[config.mk]
export PLATFORM = sky130hd
export DESIGN_NAME = ptm_top
export DESIGN_NICKNAME = d
export VERILOG_FILES = /design/src/rtl/ptm_pkg.sv /design/src/rtl/ptm_prescaler.sv /design/src/rtl/ptm_channel.sv /design/src/rtl/ptm_bus_port.sv /design/src/rtl/ptm_top.sv
export SDC_FILE = /design/constraint.sdc
export NUM_CORES = 1
export LEC_CHECK = 0
export BUFFER_PORTS_ARGS = -buffer_cell sky130_fd_sc_hd__buf_4
export CAP_MARGIN = 0
export CORE_MARGIN = 2
export CORE_UTILIZATION = 48
export CTS_CLUSTER_DIAMETER = 30
export DETAILED_ROUTE_END_ITERATION = 10
export HOLD_SLACK_MARGIN = 0.06
export PLACE_DENSITY = 0.68
export SLEW_MARGIN = 30
export SYNTH_ARGS = -nofsm -noshare
export SYNTH_HDL_FRONTEND = slang
export SYNTH_SLANG_ARGS = --single-unit
[constraint.sdc]
create_clock -name clk -period 4 [get_ports clk]
set_input_delay 1 -clock clk [delete_from_list [all_inputs] [get_ports clk]]
set_output_delay 1 -clock clk [all_outputs]
set_load 0.005 [all_outputs]
[src/rtl/ptm_pkg.sv]
package ptm_pkg;

    localparam int DATA_W  = 16;
    localparam int CNT_W   = 16;
    localparam int CODE_W  = 4;
    localparam int OFF_W   = 7;

    localparam int BIT_IE  = 8;
    localparam int BIT_RUN = 5;
    localparam int BIT_OS  = 4;

    localparam logic [OFF_W-1:0] OFF_CTRL  = 7'h00;
    localparam logic [OFF_W-1:0] OFF_STAT  = 7'h04;
    localparam logic [OFF_W-1:0] OFF_LOAD  = 7'h08;
    localparam logic [OFF_W-1:0] OFF_COUNT = 7'h0C;

    typedef struct packed {
        logic              ie;
        logic              run;
        logic              oneshot;
        logic [CODE_W-1:0] code;
        logic              status;
        logic [CNT_W-1:0]  reload;
        logic [CNT_W-1:0]  count;
    } chan_state_t;

    typedef struct packed {
        logic ctrl_wr;
        logic stat_wr;
        logic load_wr;
    } chan_wr_t;

endpackage

[src/rtl/ptm_prescaler.sv]
module ptm_prescaler
    import ptm_pkg::*;
#(
    parameter int MAX_CODE = 8
) (
    input  logic              clk,
    input  logic              rst_n,
    input  logic              run,
    input  logic              restart,
    input  logic [CODE_W-1:0] code,
    output logic              tick
);

    localparam int DIV_W = (MAX_CODE < 1) ? 1 : MAX_CODE;

    typedef struct packed {
        logic [DIV_W-1:0] cnt;
    } pre_state_t;

    pre_state_t       state_d, state_q;
    logic [CODE_W-1:0] eff_code;
    logic [DIV_W:0]    lim_wide;
    logic [DIV_W-1:0]  limit;

    always_comb begin
        eff_code = (code > CODE_W'(MAX_CODE)) ? CODE_W'(MAX_CODE) : code;
        lim_wide = ({{DIV_W{1'b0}}, 1'b1} << eff_code) - 1'b1;
        limit    = lim_wide[DIV_W-1:0];
        tick     = run && (state_q.cnt == limit);
        state_d  = state_q;
        if (restart) begin
            state_d.cnt = '0;
        end else if (run) begin
            state_d.cnt = tick ? '0 : state_q.cnt + 1'b1;
        end
    end

    always_ff @(posedge clk or negedge rst_n) begin
        if (!rst_n) begin
            state_q <= '0;
        end else begin
            state_q <= state_d;
        end
    end

    AST_PRE_WRAP: assert property (@(posedge clk) disable iff (!rst_n) tick |=> state_q.cnt == '0);
    AST_PRE_IDLE_HOLD: assert property (@(posedge clk) disable iff (!rst_n) (!run && !restart) |=> $stable(state_q.cnt));

endmodule

[src/rtl/ptm_channel.sv]
module ptm_channel
    import ptm_pkg::*;
#(
    parameter int MAX_CODE = 8
) (
    input  logic              clk,
    input  logic              rst_n,
    input  chan_wr_t          wr,
    input  logic [DATA_W-1:0] wdata,
    output logic [DATA_W-1:0] ctrl_rd,
    output logic [DATA_W-1:0] stat_rd,
    output logic [DATA_W-1:0] load_rd,
    output logic [DATA_W-1:0] count_rd,
    output logic              irq
);

    chan_state_t state_d, state_q;
    logic        tick;
    logic        run_adv;
    logic        restart;
    logic        expire;
    logic        clr;

    assign run_adv = state_q.run && !wr.ctrl_wr;
    assign restart = wr.ctrl_wr && !state_q.run && wdata[BIT_RUN];

    ptm_prescaler #(.MAX_CODE(MAX_CODE)) i_pre (
        .clk     (clk),
        .rst_n   (rst_n),
        .run     (run_adv),
        .restart (restart),
        .code    (state_q.code),
        .tick    (tick)
    );

    always_comb begin
        state_d = state_q;
        expire  = 1'b0;
        clr     = wr.stat_wr && wdata[0];
        if (wr.ctrl_wr) begin
            state_d.ie      = wdata[BIT_IE];
            state_d.run     = wdata[BIT_RUN];
            state_d.oneshot = wdata[BIT_OS];
            state_d.code    = wdata[CODE_W-1:0];
            if (restart) begin
                state_d.count = state_q.reload;
            end
        end else if (tick) begin
            if (state_q.count == '0) begin
                expire = 1'b1;
                if (state_q.oneshot) begin
                    state_d.run = 1'b0;
                end else begin
                    state_d.count = state_q.reload;
                end
            end else begin
                state_d.count = state_q.count - 1'b1;
            end
        end
        if (wr.load_wr) begin
            state_d.reload = wdata[CNT_W-1:0];
        end
        state_d.status = expire | (state_q.status & ~clr);
    end

    always_ff @(posedge clk or negedge rst_n) begin
        if (!rst_n) begin
            state_q <= '0;
        end else begin
            state_q <= state_d;
        end
    end

    always_comb begin
        ctrl_rd                 = '0;
        ctrl_rd[BIT_IE]         = state_q.ie;
        ctrl_rd[BIT_RUN]        = state_q.run;
        ctrl_rd[BIT_OS]         = state_q.oneshot;
        ctrl_rd[CODE_W-1:0]     = state_q.code;
        stat_rd                 = '0;
        stat_rd[0]              = state_q.status;
        load_rd                 = DATA_W'(state_q.reload);
        count_rd                = DATA_W'(state_q.count);
    end

    assign irq = state_q.status & state_q.ie;

    AST_DECREMENT: assert property (@(posedge clk) disable iff (!rst_n) (tick && state_q.count != '0) |=> state_q.count == CNT_W'($past(state_q.count) - 1'b1));
    AST_RELOAD: assert property (@(posedge clk) disable iff (!rst_n) (tick && state_q.count == '0 && !state_q.oneshot) |=> (state_q.count == $past(state_q.reload) && state_q.run));
    AST_ONESHOT_STOP: assert property (@(posedge clk) disable iff (!rst_n) (tick && state_q.count == '0 && state_q.oneshot) |=> (!state_q.run && state_q.count == '0));
    AST_IDLE_HOLD: assert property (@(posedge clk) disable iff (!rst_n) (!state_q.run && !wr.ctrl_wr) |=> $stable(state_q.count));
    AST_EXPIRE_FLAG: assert property (@(posedge clk) disable iff (!rst_n) (tick && state_q.count == '0) |=> state_q.status);
    AST_CLEAR_FLAG: assert property (@(posedge clk) disable iff (!rst_n) (wr.stat_wr && wdata[0] && !tick) |=> !state_q.status);
    AST_NO_TICK_ON_CTRL: assert property (@(posedge clk) disable iff (!rst_n) wr.ctrl_wr |-> !tick);

endmodule

[src/rtl/ptm_bus_port.sv]
module ptm_bus_port
    import ptm_pkg::*;
#(
    parameter int NUM_CH = 2,
    parameter int ADDR_W = 10
) (
    input  logic                          clk,
    input  logic                          rst_n,
    input  logic                          sel,
    input  logic                          wr,
    input  logic [ADDR_W-1:0]             addr,
    input  logic [NUM_CH-1:0][DATA_W-1:0] ctrl_rd,
    input  logic [NUM_CH-1:0][DATA_W-1:0] stat_rd,
    input  logic [NUM_CH-1:0][DATA_W-1:0] load_rd,
    input  logic [NUM_CH-1:0][DATA_W-1:0] count_rd,
    output chan_wr_t [NUM_CH-1:0]         wr_o,
    output logic [DATA_W-1:0]             rdata
);

    localparam int WIN_W = ADDR_W - OFF_W;

    typedef struct packed {
        logic [DATA_W-1:0] rdata;
    } port_state_t;

    port_state_t          state_d, state_q;
    logic [WIN_W-1:0]     win;
    logic [OFF_W-1:0]     off;
    logic [NUM_CH-1:0]    hit;
    logic [DATA_W-1:0]    rd_val;
    logic [3*NUM_CH-1:0]  strobes;

    assign win = addr[ADDR_W-1:OFF_W];
    assign off = addr[OFF_W-1:0];

    always_comb begin
        rd_val  = '0;
        strobes = '0;
        for (int c = 0; c < NUM_CH; c++) begin
            hit[c]             = (win == WIN_W'(c + 1));
            wr_o[c].ctrl_wr    = sel && wr && hit[c] && (off == OFF_CTRL);
            wr_o[c].stat_wr    = sel && wr && hit[c] && (off == OFF_STAT);
            wr_o[c].load_wr    = sel && wr && hit[c] && (off == OFF_LOAD);
            strobes[3*c +: 3]  = {wr_o[c].ctrl_wr, wr_o[c].stat_wr, wr_o[c].load_wr};
            if (hit[c]) begin
                case (off)
                    OFF_CTRL:  rd_val = ctrl_rd[c];
                    OFF_STAT:  rd_val = stat_rd[c];
                    OFF_LOAD:  rd_val = load_rd[c];
                    OFF_COUNT: rd_val = count_rd[c];
                    default:   rd_val = '0;
                endcase
            end
        end
        state_d.rdata = (sel && !wr) ? rd_val : '0;
    end

    always_ff @(posedge clk or negedge rst_n) begin
        if (!rst_n) begin
            state_q <= '0;
        end else begin
            state_q <= state_d;
        end
    end

    assign rdata = state_q.rdata;

    AST_ONE_STROBE: assert property (@(posedge clk) disable iff (!rst_n) $onehot0(strobes));
    AST_READ_IDLE: assert property (@(posedge clk) disable iff (!rst_n) !(sel && !wr) |=> rdata == '0);

endmodule

[src/rtl/ptm_top.sv]
module ptm_top
    import ptm_pkg::*;
#(
    parameter int NUM_CH   = 2,
    parameter int ADDR_W   = 10,
    parameter int MAX_CODE = 8
) (
    input  logic              clk,
    input  logic              rst_n,
    input  logic              bus_sel,
    input  logic              bus_wr,
    input  logic [ADDR_W-1:0] bus_addr,
    input  logic [15:0]       bus_wdata,
    output logic [15:0]       bus_rdata,
    output logic [NUM_CH-1:0] irq
);

    localparam int WIN_COUNT = 1 << (ADDR_W - OFF_W);

    chan_wr_t [NUM_CH-1:0]         wr_vec;
    logic [NUM_CH-1:0][DATA_W-1:0] ctrl_rd;
    logic [NUM_CH-1:0][DATA_W-1:0] stat_rd;
    logic [NUM_CH-1:0][DATA_W-1:0] load_rd;
    logic [NUM_CH-1:0][DATA_W-1:0] count_rd;

    initial begin
        if (NUM_CH + 1 > WIN_COUNT) begin
            $error("address width too small for channel count");
        end
    end

    ptm_bus_port #(.NUM_CH(NUM_CH), .ADDR_W(ADDR_W)) i_port (
        .clk      (clk),
        .rst_n    (rst_n),
        .sel      (bus_sel),
        .wr       (bus_wr),
        .addr     (bus_addr),
        .ctrl_rd  (ctrl_rd),
        .stat_rd  (stat_rd),
        .load_rd  (load_rd),
        .count_rd (count_rd),
        .wr_o     (wr_vec),
        .rdata    (bus_rdata)
    );

    for (genvar c = 0; c < NUM_CH; c++) begin : g_ch
        ptm_channel #(.MAX_CODE(MAX_CODE)) i_ch (
            .clk      (clk),
            .rst_n    (rst_n),
            .wr       (wr_vec[c]),
            .wdata    (bus_wdata),
            .ctrl_rd  (ctrl_rd[c]),
            .stat_rd  (stat_rd[c]),
            .load_rd  (load_rd[c]),
            .count_rd (count_rd[c]),
            .irq      (irq[c])
        );
    end

endmodule

### After elaboration in Yosys (flattened, before gate mapping)

Cells that the tools add are included.
Widths: inputs -> output; s select.

* flip-flop bits (word level): 112
* input bits: 30
* output and inout bits: 18
* word-level logic and storage cells: 123

* add/subtract/negate cells: 6
* order comparisons: 2
* equality and inequality tests: 11
* shifts and indexed selects: 2
* mux-type cells: 37
* bitwise logic cells: 8
* reductions and logical operators: 40

Operators by type and width (number)
* $mux 16: 13
* $pmux 16 s4: 2
* $mux 8: 6
* $logic_not 16->1: 2
* $sub 16x1->16 const B: 2
* $logic_and 1x1->1: 20
* $add 8x1->8 const B: 2
* $eq 8x8->1: 2
* $reduce_bool 2->1: 8
* $shl 1x4->8 const A: 2
* $sub 8x1->8 const B: 2
* $eq 7x4->1 const B: 2
* $mux 1: 14
* $reduce_and 3->1: 4
* $gt 4x4->1 const B: 2
* $mux 4: 2
* $eq 7x3->1 const B: 1
* $logic_not 7->1: 1
* $ne 3x2->1 const B: 2
* $logic_not 1->1: 5
* $and 1x1->1: 4
* $ne 2x2->1 const B: 2
* $eq 3x1->1 const B: 1
* $eq 3x2->1 const B: 1
* other kinds (2): 4

### Logic depth before layout (Yosys ltp)

Gate-level depths: netlist of the first run.

* word-level depth: 9
* mapped depth: 12
* gate-level depth less buffers: 10

### By module

A second synthesis of the first run with hierarchy kept.

* cells, all modules: 717
* area, all modules: 7537.2 um^2

Modules (own cells, without submodules)
* ptm_channel at g_ch[0].i_ch: instances 1, cells an instance 210, area an instance 2258.4 um^2, sequential area each 1001.0 um^2
* ptm_channel at g_ch[1].i_ch: instances 1, cells an instance 222, area an instance 2250.9 um^2, sequential area each 1001.0 um^2
* ptm_bus_port: instances 1, cells an instance 121, area an instance 1636.6 um^2, sequential area each 400.4 um^2
* ptm_prescaler: instances 2, cells an instance 82, area an instance 695.7 um^2, sequential area each 200.2 um^2

### Worst setup path before layout of the first run

OpenSTA, ideal clock, no wires.

* path type: reg2reg
* start point: reg g_ch[0].i_ch.state_q (netlist bit g_ch[0].i_ch.ctrl_rd[1])
* end point: reg g_ch[0].i_ch.state_q (netlist bit g_ch[0].i_ch.count_rd[0])
* arrival time: 2.875 ns
* path slack: 0.994 ns
* cell stages (with the launch flop): 11
* period minus slack after synthesis: 3.006 ns
* cells stage by stage: dfrtp_1 buf_6 or4b_2 ha_1 and2_1 o2111a_1 a211oi_1 nor4_4 a31oi_2 nor3_1 or3_1

* longest elaborated chain between the ends: 8

RTL lines
* start, declared: line ptm_channel.sv:17 `chan_state_t state_d, state_q;`
* start signal, assigned: line ptm_channel.sv:70 `state_q <= state_d;`
* $gt 4x4->1: line ptm_prescaler.sv:26 `eff_code = (code > CODE_W'(MAX_CODE)) ? CODE_W'(MAX_CODE) : code;`
* $mux 4 (*): line ptm_prescaler.sv:26
* $shl 1x4->8 (*): line ptm_prescaler.sv:27 `lim_wide = ({{DIV_W{1'b0}}, 1'b1} << eff_code) - 1'b1;`
* $sub 8x1->8 (*): line ptm_prescaler.sv:27
* $eq 8x8->1 (*): line ptm_prescaler.sv:29 `tick = run && (state_q.cnt == limit);`
* $logic_and 1x1->1 (*): line ptm_prescaler.sv:29
* $reduce_bool 2->1 (no line) (*)
* $reduce_and 3->1 (no line) (*)

Every way passes the cells marked *; elsewhere a longest branch is shown, timed or not.
A chain may end at the register's enable or synchronous reset.

### Worst setup path in the final report of the first run

* start point: reg g_ch[0].i_ch.state_q (netlist bit g_ch[0].i_ch.ctrl_rd[1])
* end point: reg g_ch[0].i_ch.state_q (netlist bit g_ch[0].i_ch.count_rd[9])

The elaborated chain is that of the path after synthesis.

==> results of run 1 <==
[power by group]
part           internal [µW]  switching, µW
clock network            492            452
registers               1240            166
logic                    263            363
[placed cells by master, fill, tap and decap left out, types with 5 or more instances in the layout]
cell type  instances
nor2_1            50
nor4_1             5
inv_1             11
nand4_1            7
a22o_1            14
mux2_2            50
o22a_1             8
nor3_1            24
a21o_1             8
nand2b_1          12
o21ai_1            8
dfrtp_1          112
o21ai_0           43
ha_1               8
and3_1             8
nand3b_1           6
xor2_1             5
buf_4             58
a22oi_1           24
nor2b_1            6
a211oi_1          13
a21oi_1           45
or3_1             13
clkbuf_16          9
and2_1             7
nand2_1           60
o211ai_1           7
nand3_1           31
[worst max-delay path by stage]
stage,to,cells after the start,from,slack [ns]
after CTS,g_ch[0].i_ch.count_rd[2],9,g_ch[0].i_ch.ctrl_rd[1],0.65
after global routing,g_ch[0].i_ch.count_rd[2],9,g_ch[0].i_ch.ctrl_rd[1],0.39
final,g_ch[0].i_ch.count_rd[9],9,g_ch[0].i_ch.ctrl_rd[1],0.63
after global placement,g_ch[1].i_ch.count_rd[13],9,bus_addr[1],0.70
after detailed placement,g_ch[0].i_ch.count_rd[2],8,bus_addr[1],0.59
after floorplan,g_ch[0].i_ch.count_rd[0],10,g_ch[0].i_ch.ctrl_rd[1],0.99
[metrics by stage]
step	setup slack (ns)	instances	hold WS (ns)	total power, µW	utilization
final	0.6330	911	0.4844	2976	0.5535
after global routing	0.3852	911	0.5270	3147	0.5535
after CTS	0.6478	911	0.4896	2987	0.5535
after detailed placement	0.5938	895	0.4714	2045	0.5307
after global placement	0.7020	895	0.4660	2021	0.5305
after floorplan	0.9938	705	0.4498	1843	-
[kinds of logic (layout without fill, tap and decap cells)]
| family | count (synthesis) | in the layout | share of synthesized area |
|---|---|---|---|
| and+or+nand+nor | 263 | 263 | 0.2131 |
| AOI/OAI and AO/OA | 201 | 201 | 0.1989 |
| DFF | 112 | 112 | 0.4231 |
| buffers and inverters | 57 | 87 | 0.04156 |
| muxes | 55 | 55 | 0.09634 |
| xor gates and xnor gates | 9 | 9 | 0.01190 |
| adders and majority gates | 8 | 8 | 0.01511 |
[metal layers]
layer,up-vias,track usage,wire length (µm)
met5,-,0,0
met4,0,0.08764,422
met3,36,0.03806,974
met2,215,0.3936,8150
li1,2657,-,-
met1,2715,0.3545,8098
[worst max-delay path, stage by stage (launching register included)]
cell and delay [ns]:
dfrtp_1 0.49, or4b_2 0.70, ha_1 0.26, nor3_1 0.29
o2111a_1 0.24, a211oi_1 0.07, nor4_4 0.43, and2_1 0.47
nor3_1 0.11, a211oi_2 0.21
[final cells by class]
cell class	instances	area, µm²	share of cell area
Multi-Input combinational cell	536	3553	0.4809
Tap cell	176	220.2	0.02981
Clock inverter	7	78.83	0.01067
Sequential cell	112	2803	0.3793
Clock buffer	9	225.2	0.03048
Timing Repair Buffer	60	466.7	0.06317
Inverter	11	41.29	0.005588
[registers in the layout (all words and copies together), names as in the netlist]
name,flops
g_ch.i_ch.i_pre.state_q,16
i_port.rdata,16
g_ch.i_ch.count_rd,32
g_ch.i_ch.stat_rd,2
g_ch.i_ch.ctrl_rd,14
g_ch.i_ch.load_rd,32
==> impl_metrics.yaml, run 1 <==
status:
  status: "completed"
power:
  pwr_density_cell_mw_per_mm2: 402.8
  ir_drop_uv: 244.8
  leakage_uw: 0.003354
logic_synthesis:
  syn-instance-count: 705
  synthArstFlopShare: 1.000
  synth_flop_cell: "dfrtp_1"
  yosysTopAreaCellShare: 0.4231
  ys_ff_latch: 112
  synth.most_common_cell: "dfrtp_1"
  ys_seq_area_frac: 0.4231
  syn_area_mm2: 0.006624
  synth_edf_count: 0
  synthTopCellsByArea: "dfrtp_1 42%, mux2_2 8.5%, a21oi_1 3.4%"
  yosysTopAreaCell: "dfrtp_1"
  syn_area_per_cell_um2: 9.396
  synth_commonest_cells: "112 x dfrtp_1, 60 x nand2_1, 51 x nor2_1"
  yosysUniqueCellTypes: 65
  syn_nets: 743
  ys_warn_count: 0
timing:
  timing.slew.headroom: 0.4658
  layout_min_cycle_time_ns: 3.367
  fmax_mhz: 297.0
  worst_slew_pin_slew_ns: 0.8013
  clock_skew_ns: 0.008872
  drv_slew: 0
  setup_viol: 0
  finalHoldViolations: 0
  fin_setup_tns_ns: 0
  rsz0062_at_grt: "no"
  min_period_over_period: 0.8417
grt:
  gr-total-overflow: 0
  grt_max_degree: 86
  grt_pass1_vias: 5467
  grt_pass1_wl_mm: 28.97
  track_usage: 0.2508
  antenna_found_initial: 0
floorplanning:
  initial_core_util: 0.4963
  die_h_um: 121.5
  die_area_mm2: 0.01476
  fp.coreArea_mm2: 0.01335
  die_x_um: 121.5
  rows: 42
  ios: 48
clock_network:
  cts_setup_buffers: 0
  ctsHoldBuffers: 0
  ctsResizeCount: 0
  tritoncts: "built"
  h-tree-depth: 3
  cts.sinks: 112
  cts_buffer_depth: 2
  root_buffer: "clkbuf_16"
  clk_latency_ns: 0.36
  numCtsBuffers: 9
  path_clk_slew_ns: 0.08
finish:
  final_nets: 768
  fillerInstances: 1199
  diodes: 0
  finalInstanceArea_mm2: 0.007388
  drive_gt1_frac: 0.2014
  area_growth_pct: 11.54
setup_path:
  crit_fanout: 12
  r2r-end: "g_ch[0].i_ch.count_rd[9]"
  cp_data_arrival_time_ns: 3.64
  critical_path_class: "reg2reg"
  cp-end-kind: "flip-flop"
  reg2reg_from: "g_ch[0].i_ch.ctrl_rd[1]"
  reg2reg_slack_ns: 0.63
  crit_required_ns: 4.27
  worstRegToRegCells: 9
  cp-start-kind: "flip-flop"
worst_hold_path:
  hold_depth: 2
  hp-class: "reg2reg"
  hold_end: "g_ch[1].i_ch.i_pre.state_q[7]"
  worstHoldStart: "g_ch[1].i_ch.i_pre.state_q[7]"
placement:
  dp_hpwl_mm: 12.53
  io_buffer_count: 47
  placed_cell_area_mm2: 0.007084
  globalplace.congestion: 0.9360
drt:
  drt_pre_antenna_iters: 5
  routedWlPerCell_um: 19.37
  drc: 0
  via_count: 5623
  viasPerCell: 6.172
  wirelength_mm: 17.65
  ant_nets: 0
  drtIter0Drc: 625
run:
  cap_violations: 0
No activity file was read; power rests on OpenSTA's default activity.
==> run 2: changes to the inputs <==
Settings changed: ABC_AREA from default to 1.
Clock period 4 ns to 3.3 ns, I/O delays scaled along.
==> impl_metrics.yaml, run 2 <==
status:
  status: "completed"
grt:
  grt_max_degree: 47
  met1_usage: 0.3604
  antenna_found_initial: 0
  track_usage: 0.2585
  grt.met2_usage: 0.4092
  gr-total-overflow: 0
  grt-busiest-layer: "met2"
  grt_pass1_vias: 6003
  met3_usage: 0.04762
  grt_pass1_wl_mm: 30.40
finish:
  diodes: 0
  drive_gt1_frac: 0.1007
  area_growth_pct: 11.80
  layout_common_cells: "299 x nand2_1, 120 x inv_1, 112 x dfrtp_1"
  final_nets: 1066
  layout_commonest_cell: "nand2_1"
  fillerInstances: 1405
logic_synthesis:
  synthArstFlopShare: 1.000
  syn_area_per_cell_um2: 7.004
  synth_commonest_cells: "299 x nand2_1, 120 x inv_1, 112 x dfrtp_1"
  syn_area_mm2: 0.006934
  syn-instance-count: 990
  ys_warn_count: 0
  synth_edf_count: 0
  yosysTopAreaCellShare: 0.4042
  yosysUniqueCellTypes: 37
  syn_nets: 1028
  synth_flop_cell: "dfrtp_1"
  ys_seq_area_frac: 0.4042
  synthTopCellsByArea: "dfrtp_1 40%, nand2_1 16%, inv_1 6.5%"
  synth.most_common_cell: "nand2_1"
  yosysTopAreaCell: "dfrtp_1"
  ys_ff_latch: 112
timing:
  min_period_over_period: 0.7911
  finalHoldViolations: 0
  drv_slew: 0
  worst_slew_pin_slew_ns: 0.8753
  fmax_mhz: 383.1
  setup_slack_ns: 0.6894
  rsz0062_at_grt: "no"
  clock_skew_ns: 0.008034
  layout_min_cycle_time_ns: 2.611
  fin_setup_tns_ns: 0
  setup_viol: 0
  timing.slew.headroom: 0.4151
  whs_ns: 0.4582
floorplanning:
  die_x_um: 124.2
  die_area_mm2: 0.01542
  rows: 43
  die_h_um: 124.2
  fp.coreArea_mm2: 0.01399
  initial_core_util: 0.4957
  ios: 48
run:
  cap_violations: 0
clock_network:
  cts_setup_buffers: 0
  path_clk_slew_ns: 0.07
  ctsResizeCount: 0
  cts.sinks: 112
  root_buffer: "clkbuf_16"
  tritoncts: "built"
  clk_latency_ns: 0.36
  cts_buffer_depth: 2
  ctsHoldBuffers: 0
  numCtsBuffers: 9
  h-tree-depth: 3
setup_path:
  cpMaxStageDelayCell: "dfrtp_1"
  cp_cell_sequence: "nor2_1 -> nand3_1 -> ha_1 -> inv_1 -> nand2_1 -> nand2_1 -> nand2_1 -> nor2_1 -> nand3_1 -> nor2_1 -> nand3_2 -> nand2_2 -> nand3_2 -> nand2_1 -> nand2_1"
  cp_data_arrival_time_ns: 2.86
  path_common_cell: "nand2_1"
  crit_required_ns: 3.55
  cp-end-kind: "flip-flop"
  crit_fanout: 9
  critical_path_class: "reg2reg"
  cp-start-kind: "flip-flop"
  slowest_delay_ns: 0.50
power:
  leakage_uw: 0.004000
  pwr_density_cell_mw_per_mm2: 371.1
  total_power_uw: 2877
  ir_drop_uv: 258.0
drt:
  ant_nets: 0
  drc: 0
  via_count: 6437
  routedWlPerCell_um: 15.43
  drt_pre_antenna_iters: 7
  viasPerCell: 5.307
  wirelength_mm: 18.72
  drtIter0Drc: 458
placement:
  dp_slack_ns: 0.5013
  globalplace.congestion: 0.9451
  io_buffer_count: 47
  dp_hpwl_mm: 13.94
worst_hold_path:
  hp-class: "in2async"
==> run 2: cell count changes after synthesis, moves of 13 or more <==
cell,delta
nor2_1,+55
a211oi_1,-13
xor2_1,+27
nand2_1,+239
a21oi_1,-20
a22o_1,-14
or3_1,-13
inv_1,+109
mux2_2,-50
o21ai_0,+45
a22oi_1,-24
nand3_1,+37
==> run 2: metal layers <==
metal	share of wire	wire length, µm
met5	0	0
met4	0.022	407
met3	0.051	954
met2	0.46	8534
met1	0.47	8820
==> run 2: power by group <==
group          internal (µW)  switching [µW]  total (µW)
clock network            664             527        1190
logic                   95.1             171         266
registers               1400            24.2        1420
total                   2160             722        2880
==> run 2: path summary, 6_finish.rpt <==
path / startpoint / to / slack (ns) / cells past startpoint
min: rst_n / g_ch[1].i_ch.i_pre.state_q[1] / 0.46 / 1
max: g_ch[0].i_ch.ctrl_rd[3] / g_ch[0].i_ch.count_rd[12] / 0.69 / 15
max reg2reg: g_ch[0].i_ch.ctrl_rd[3] / g_ch[0].i_ch.count_rd[12] / 0.69 / 15
max in group asynchronous: rst_n / g_ch[0].i_ch.load_rd[13] / 2.07 / 2
min reg2reg: g_ch[1].i_ch.count_rd[14] / g_ch[1].i_ch.count_rd[14] / 0.47 / 2
min in group clk: g_ch[1].i_ch.count_rd[14] / g_ch[1].i_ch.count_rd[14] / 0.47 / 2
==> run 2: logic make-up after synthesis <==
family | after synthesis | synth area share
compound gates | 148 | 0.1164
buf+inv | 155 | 0.09148
flops | 112 | 0.4042
simple gates | 530 | 0.3268
fa+ha+maj | 8 | 0.01444
xor+xnor | 37 | 0.04673
==> run 2: cell type report <==
class	count	area [µm²]	area share
clock buffers	10	229.0	0.02954
clock inverters	6	83.83	0.01081
inverters	125	474.2	0.06117
multi-input cells	723	3497	0.4511
flip-flops and latches	112	2803	0.3615
well taps	180	225.2	0.02905
repair buffers	57	440.4	0.05681
==> run 2: metrics by stage <==
step / utilization / std cells / area, µm²
floorplan: - / 990 / 6934
CTS: 0.5542 / 1213 / 7752
global route: 0.5542 / 1213 / 7752
finish: 0.5542 / 1213 / 7752
global placement: 0.5318 / 1197 / 7440
detailed placement: 0.5318 / 1197 / 7440
==> run 2: critical path, delay by kind of cell, from the launching register on <==
family / cells / cell delay [ns]
simple gates: 13 / 1.61
flops: 1 / 0.50
fa+ha+maj: 1 / 0.31
buf+inv: 1 / 0.06
